[config.mk]
export PLATFORM = sky130hd
export DESIGN_NAME = sclk_gate_ctrl
export DESIGN_NICKNAME = d
export VERILOG_FILES = /design/src/rtl/sclkg_pkg.sv /design/src/rtl/sclkg_ctrl_bits.sv /design/src/rtl/sclkg_divider.sv /design/src/rtl/sclk_gate_ctrl.sv
export SDC_FILE = /design/constraint.sdc
export NUM_CORES = 1
export LEC_CHECK = 0
export BUFFER_PORTS_ARGS = -buffer_cell sky130_fd_sc_hd__buf_2
export CAP_MARGIN = 20
export CORE_AREA = 2 2 39 41
export DETAILED_ROUTE_END_ITERATION = 10
export DIE_AREA = 0 0 41 43
export PLACE_DENSITY = 0.48
export RECOVER_POWER = 50
export REMOVE_ABC_BUFFERS = 1
export SLEW_MARGIN = 20
export SYNTH_ARGS = -nofsm -noshare
export SYNTH_HDL_FRONTEND = slang
export SYNTH_SLANG_ARGS = --single-unit
[constraint.sdc]
create_clock -name clk -period 1.2 [get_ports clk]
set_clock_uncertainty 0.15 [all_clocks]
set_input_delay 0.06 -clock clk [delete_from_list [all_inputs] [get_ports clk]]
set_output_delay 0.06 -clock clk [all_outputs]
set_load 0.005 [all_outputs]
[src/rtl/sclkg_pkg.sv]
package sclkg_pkg;

  // True when a half-period counter has reached its last count.
  function automatic logic half_period_end(input int unsigned cnt, input int unsigned half);
    return cnt == (half - 1);
  endfunction

  // The bit clock is needed while any requester wants it.
  function automatic logic want_clock(input logic free_run, input logic tx_busy,
                                      input logic rx_active);
    return free_run | tx_busy | rx_active;
  endfunction

endpackage

[src/rtl/sclkg_ctrl_bits.sv]
module sclkg_ctrl_bits (
  input  logic clk,
  input  logic rst_n,
  input  logic rx_char_done,
  input  logic fr_we,
  input  logic fr_wd,
  input  logic os_we,
  input  logic os_wd,
  output logic fr_q,
  output logic os_q,
  output logic auto_clear_ev
);

  assign auto_clear_ev = os_q & rx_char_done;

  always_ff @(posedge clk or negedge rst_n) begin
    if (!rst_n) begin
      fr_q <= 1'b0;
      os_q <= 1'b0;
    end else if (auto_clear_ev) begin
      fr_q <= 1'b0;
      os_q <= 1'b0;
    end else begin
      if (fr_we) fr_q <= fr_wd;
      if (os_we) os_q <= os_wd;
    end
  end

  a_r7_auto_clear_both: assert property (@(posedge clk) disable iff (!rst_n)
    (os_q && rx_char_done) |=> (!fr_q && !os_q));

  a_r8_done_no_effect: assert property (@(posedge clk) disable iff (!rst_n)
    (!os_q && rx_char_done && !fr_we) |=> (fr_q == $past(fr_q)));

  a_r2_write_loads: assert property (@(posedge clk) disable iff (!rst_n)
    (fr_we && !(os_q && rx_char_done)) |=> (fr_q == $past(fr_wd)));

  a_r2_hold: assert property (@(posedge clk) disable iff (!rst_n)
    (!fr_we && !os_we && !rx_char_done) |=> (fr_q == $past(fr_q) && os_q == $past(os_q)));

endmodule

[src/rtl/sclkg_divider.sv]
module sclkg_divider #(
  parameter int unsigned HALF_DIV   = 3,
  parameter logic        IDLE_LEVEL = 1'b0
) (
  input  logic clk,
  input  logic rst_n,
  input  logic run_req,
  output logic sclk_o,
  output logic running_o,
  output logic half_tick_o
);
  import sclkg_pkg::*;

  localparam int unsigned CW = $clog2(HALF_DIV + 1);

  logic [CW-1:0] cnt_q;
  logic          sclk_q;
  logic          run_q;
  logic          half_tick;
  logic          cycle_end;

  assign half_tick = run_q & half_period_end(int'(cnt_q), HALF_DIV);
  assign cycle_end = half_tick & (sclk_q != IDLE_LEVEL);

  always_ff @(posedge clk or negedge rst_n) begin
    if (!rst_n) begin
      cnt_q  <= '0;
      sclk_q <= IDLE_LEVEL;
      run_q  <= 1'b0;
    end else if (!run_q) begin
      cnt_q  <= '0;
      sclk_q <= IDLE_LEVEL;
      if (run_req) run_q <= 1'b1;
    end else if (half_tick) begin
      cnt_q  <= '0;
      sclk_q <= ~sclk_q;
      if (cycle_end && !run_req) run_q <= 1'b0;
    end else begin
      cnt_q <= cnt_q + 1'b1;
    end
  end

  assign sclk_o      = sclk_q;
  assign running_o   = run_q;
  assign half_tick_o = half_tick;

  a_r3_toggle_on_tick: assert property (@(posedge clk) disable iff (!rst_n)
    !$stable(sclk_q) |-> $past(half_tick));

  a_r9_stop_at_idle: assert property (@(posedge clk) disable iff (!rst_n)
    $fell(run_q) |-> (sclk_q == IDLE_LEVEL));

  a_r9_idle_while_stopped: assert property (@(posedge clk) disable iff (!rst_n)
    !run_q |-> (sclk_q == IDLE_LEVEL));

  a_r3_count_bound: assert property (@(posedge clk) disable iff (!rst_n)
    int'(cnt_q) < HALF_DIV);

endmodule

[src/rtl/sclk_gate_ctrl.sv]
module sclk_gate_ctrl #(
  parameter int unsigned HALF_DIV   = 3,
  parameter logic        IDLE_LEVEL = 1'b0
) (
  input  logic clk,
  input  logic rst_n,
  input  logic tx_busy,
  input  logic rx_active,
  input  logic rx_char_done,
  input  logic free_run_we,
  input  logic free_run_wd,
  input  logic one_shot_we,
  input  logic one_shot_wd,
  output logic sclk,
  output logic free_run,
  output logic one_shot
);
  import sclkg_pkg::*;

  logic fr_bit;
  logic os_bit;
  logic auto_clear_ev;
  logic run_req;
  logic running;
  logic half_tick;

  sclkg_ctrl_bits u_bits (
    .clk          (clk),
    .rst_n        (rst_n),
    .rx_char_done (rx_char_done),
    .fr_we        (free_run_we),
    .fr_wd        (free_run_wd),
    .os_we        (one_shot_we),
    .os_wd        (one_shot_wd),
    .fr_q         (fr_bit),
    .os_q         (os_bit),
    .auto_clear_ev(auto_clear_ev)
  );

  assign run_req = want_clock(fr_bit, tx_busy, rx_active);

  sclkg_divider #(
    .HALF_DIV  (HALF_DIV),
    .IDLE_LEVEL(IDLE_LEVEL)
  ) u_div (
    .clk        (clk),
    .rst_n      (rst_n),
    .run_req    (run_req),
    .sclk_o     (sclk),
    .running_o  (running),
    .half_tick_o(half_tick)
  );

  assign free_run = fr_bit;
  assign one_shot = os_bit;

  a_r6_free_run_keeps_going: assert property (@(posedge clk) disable iff (!rst_n)
    (fr_bit && running && !auto_clear_ev) |=> running);

  a_r10_clear_beats_write: assert property (@(posedge clk) disable iff (!rst_n)
    (auto_clear_ev && free_run_we && free_run_wd) |=> !fr_bit);

  a_r4_no_start_without_request: assert property (@(posedge clk) disable iff (!rst_n)
    (!running && !run_req) |=> !running);

endmodule

# After elaboration in Yosys (flattened, before gate mapping)
# Cells that the tools add are included.
# Widths: inputs -> output; s select.
[word_totals]
in_bits = 9
ff_bits = 6
output_inout_bits = 3
[classes]
n_eq_ne = 2
n_bitwise = 6
n_addsub = 1
mux = 12
n_reduce_logical = 4
[op_table]
columns = ["operator", "count"]
rows = [
  ["$mux 1", 10],
  ["$mux 2", 2],
  ["$reduce_bool 2->1", 2],
  ["$and 1x1->1", 3],
  ["$add 2x1->2 const B", 1],
  ["$eq 2x2->1 const B", 1],
  ["$ne 2x2->1 const B", 1],
  ["$or 1x1->1", 2],
  ["$logic_and 1x1->1", 1],
  ["$logic_not 1->1", 1],
  ["$not 1->1", 1],
]

# Depth between registers and ports, before layout
[depth]
depth_word = 7
mapped_depth = 3

# Modules after synthesis
# A second synthesis with hierarchy kept.
[hier_totals]
hier_cells = 22
area_unflattened_um2 = 265.3
[by_module_without_submodules]
columns = ["module", "instances", "cells_each", "area_per_inst_um2"]
rows = [
  ["sclkg_divider", 1, 14, 172.7],
  ["sclkg_ctrl_bits", 1, 7, 86.3],
  ["sclk_gate_ctrl", 1, 1, 6.3],
]

# Worst setup path after synthesis
# No wires, ideal clock.
[synth_path]
kind = "reg-to-reg"
start = "reg u_div.cnt_q[0]"
end = "reg u_div.run_q (netlist: u_div.running_o)"
arrival_ns = 0.946
period_less_slack_ns = 1.225
setup_slack_ns = -0.025
stages_incl_launch_ff = 4
setup_time_ns = 0.129
cell_sequence = "dfrtp_1 > nor2b_4 > nand2_1 > a2111o_1"
[synth_between]
elab_chain_len = 7
[synth_rtl]
columns = ["item", "line", "text"]
rows = [
  ["start, declared", "sclkg_divider.sv:16", "logic [CW-1:0] cnt_q;"],
  ["start signal, assigned", "sclkg_divider.sv:39", "cnt_q <= cnt_q + 1'b1;"],
  ["$eq 2x2->1 (*)", "sclkg_pkg.sv:5", "return cnt == (half - 1);"],
  ["$and 1x1->1 (*)", "sclkg_divider.sv:22", "assign half_tick = run_q & half_period_end(int'(cnt_q), HALF_DIV);"],
  ["$and 1x1->1", "sclkg_divider.sv:23", "assign cycle_end = half_tick & (sclk_q != IDLE_LEVEL);"],
  ["$logic_and 1x1->1", "sclkg_divider.sv:37", "if (cycle_end && !run_req) run_q <= 1'b0;"],
  ["$mux 1", "sclkg_divider.sv:37", ""],
  ["$mux 1 (*)", "sclkg_divider.sv:34", "end else if (half_tick) begin"],
  ["$mux 1 (*)", "sclkg_divider.sv:30", "end else if (!run_q) begin"],
  ["end signal, assigned", "sclkg_divider.sv:29", "run_q <= 1'b0;"],
  ["end signal, assigned", "sclkg_divider.sv:33", "if (run_req) run_q <= 1'b1;"],
  ["end signal, assigned", "sclkg_divider.sv:37", ""],
  ["end, declared", "sclkg_divider.sv:18", "logic run_q;"],
]
# Mark *: on every way between the ends. The rest lies on a longest branch, timed or not.
# A chain may end at the register's enable or synchronous reset.

# Worst setup path in the final report
# Same ends and word-level chain as after synthesis.

==> key figures <==
Status
  – Status: finished with violations
  – Failing checks: setup timing

STA
  – Worst-Margin Slew: 0.322 ns
  – Fin crit share: 1.00
  – FMAX: 830 MHz
  – # setup viols final: 1
  – Max-slew violation count: 0
  – Endpoints failing hold: 0
  – RSZ-0062 raised after global routing: yes
  – Final worst slack: -0.00452 ns
  – Final Critical Period: 1.20 ns
  – Max-slew headroom: 0.786

Power and ir drop
  – Sw frac: 0.267
  – Sw power: 0.000214 W
  – Worst VDD drop: 0.509 mV
  – Clock power share: 0.234
  – Cell Int Power: 0.000588 W
  – Sequential power share: 0.390
  – Leak: 0.222 nW
  – Pwr dens: 1760 mW/mm²
  – Gate power share: 0.375

Yosys
  – Post-synthesis adder-cell area fraction: 0
  – Simple-Gate Fraction of Synth Area: 0.171
  – Multiplexer area fraction after synthesis: 0.0829
  – FF+latch count, synth: 6
  – Main combinational cell family by area after synthesis: simple AND/OR/NAND/NOR gates
  – Synth Area in XOR/XNOR: 0.0363
  – Top post-synthesis cells by area: dfrtp_1 (62%), mux2i_1 (8.3%), nor2b_4 (5.7%)
  – Mapped Avg Cell Area: 14.2 µm²
  – Synth warnings: 0
  – Mapped Area: 241 µm²
  – Largest area contributor in the netlist: dfrtp_1
  – Sequential area share after synthesis: 0.622
  – Synth top area share: 0.622
  – Synth Instances: 17
  – Synth Area in Compound Gates: 0.0881
  – Synth unique cells: 10

Final layout
  – Final instance area: 455 µm²
  – Most frequent cells in the layout: buf_2 (10), dlygate4sd3_1 (8), dfrtp_1 (6), buf_4 (5), clkbuf_4 (3)
  – # nets final: 55
  – Multi-input logic area: 91.3 µm²
  – Register area: 150 µm²
  – ANT cells: 0
  – Commonest non-fill, non-tap cell in the layout: buf_2
  – Area delta synth->final: 88.6%
  – Layout cell share with drive strength beyond 1: 0.455
  – Filler instances: 142
  – Final cell count without fillers: 60

Global route
  – Grt total ovfl: 0
  – Largest net degree at the start of global routing: 7
  – Total GRT Usage: 0.0971
  – Vias in the first global route: 261
  – Initial antenna violation count: 0
  – First-pass GRT wire length: 1.00 mm

Clock network
  – Clk root buf: clkbuf_4
  – CTS max path bufs: 2
  – CTS tree: done
  – CTS Buf Count: 3
  – Clock slew at reported path FFs: 0.05 ns
  – Insertion delay to the later sink of the worst-skew pair: 0.24 ns
  – CTS H-tree lvls: 1
  – Clock Sinks: 6

Routing
  – Number of routed nets with antenna violations: 0
  – Via count: 232
  – WL final: 633 µm
  – Drc violations: 0
  – Initial DRC Count: 0
  – Pre-Repair DR Iteration Count: 1
  – Mean number of vias per cell: 3.87
  – DR WL/cell: 10.6 µm

Placement
  – Placement Cell Area: 339 µm²
  – Port Buffers: 11
  – Placer congestion estimate: 0.647
  – Cells after DPL: 47
  – DPL Wire Length: 398 µm

Floorplanning
  – Initial Util: 0.175
  – Die Ht: 43 µm
  – Rows: 14
  – Top-level port count: 12
  – Die area: 0.00176 mm²
  – Core area: 0.00138 mm²
  – Die Wd: 41 µm

Worst setup path
  – Critical path type: reg -> reg
  – Worst reg2reg setup slack: -0.005 ns
  – CP Max Fanout: 2
  – Arr. time, crit path: 1.18 ns
  – Critical path capture point type: flop
  – R2R cell count: 3
  – WP data required: 1.17 ns
  – FF-to-FF End: u_div.running_o$_DFF_PN0_
  – CP Launch Type: flop
  – Reg-to-reg startpoint: u_div.cnt_q[0]$_DFF_PN0_

Run
  – Max-cap violations: 0

Worst hold path
  – Worst hold path type: in -> async
## state kept, by name (all words and copies together), names as in the netlist
register         count
u_bits.os_q          1
u_div.sclk_o         1
u_div.running_o      1
u_bits.fr_q          1
u_div.cnt_q          2
## final cells by class
class,instances,share of cell area
repair buffers,24,0.376
well taps,16,0.0440
flip-flops and latches,6,0.330
multi-input cells,11,0.201
clock buffers,3,0.0495
## stage by stage
stage	hold slack, ns	setup slack (ns)	power (W)	setup TNS, ns	util
finish	0.0702	-0.00452	0.000802	-0.00452	0.329
global route	0.119	-0.0315	0.000858	-0.0315	0.329
CTS	0.0195	-0.0105	0.000801	-0.0105	0.325
detailed placement	-0.261	-0.0525	0.000558	-0.0525	0.245
global placement	-0.265	-0.0340	0.000538	-0.0340	0.245
floorplan	-0.386	-0.0250	0.000424	-0.0250	-
## power by group through the flow
stage	Sequential, W	Clock, W	Combinational [W]
global route	0.000321	0.000205	0.000332
floorplan	0.000317	0	0.000107
CTS	0.000315	0.000201	0.000285
finish	0.000313	0.000188	0.000301
detailed placement	0.000319	0	0.000239
global placement	0.000312	0	0.000226
## repair_timing
item | 4_1_cts | 5_1_grt
endpoints found under the setup margin | 1 | 2
resized for setup | 0 | 0
hold endpoints to repair | 9 | 0
buffers inserted | 1 | 1
gates cloned | 0 | 0
hold buffers | 8 | 0
pin swaps | 1 | 0
## critical path, stage by stage (launching register included)
cell	delay (ns)
dfrtp_1	0.40
nor2b_4	0.12
nand2_1	0.07
a2111o_1	0.35
## layer usage
metal | GRT usage | share of wire
met3 | 0.0628 | 0.084
met4 | 0.0800 | 0
met1 | 0.0888 | 0.39
met2 | 0.141 | 0.53
met5 | 0 | 0
## how the worst max path moves through the flow
stage                        startpoint                        end  slack (ns)  depth (start not counted)
4_1_cts        u_div.cnt_q[0]$_DFF_PN0_  u_div.running_o$_DFF_PN0_       -0.01                          3
3_3_place_gp   u_div.cnt_q[0]$_DFF_PN0_  u_div.running_o$_DFF_PN0_       -0.03                          3
2_1_floorplan  u_div.cnt_q[0]$_DFF_PN0_  u_div.running_o$_DFF_PN0_       -0.03                          3
3_5_place_dp   u_div.cnt_q[0]$_DFF_PN0_  u_div.running_o$_DFF_PN0_       -0.05                          3
5_1_grt        u_div.cnt_q[0]$_DFF_PN0_  u_div.running_o$_DFF_PN0_       -0.03                          3
6_report       u_div.cnt_q[0]$_DFF_PN0_  u_div.running_o$_DFF_PN0_      -0.005                          3
## cells by family (layout without fill, tap and decap cells)
| group | count (synthesis) | in the layout |
|---|---|---|
| flops | 6 | 6 |
| buf+inv | 0 | 27 |
| mux | 2 | 2 |
| compound gates | 3 | 3 |
| xor+xnor | 1 | 1 |
| simple gates | 5 | 5 |
## cell usage after synthesis (all sizes together)
cell type	number
xor2	1
nor3b	1
nand2	1
and2	1
nor2b	1
a21oi	2
dfrtp	6
a2111o	1
and3b	1
mux2i	2
No activity file was read; power rests on OpenSTA's default activity.
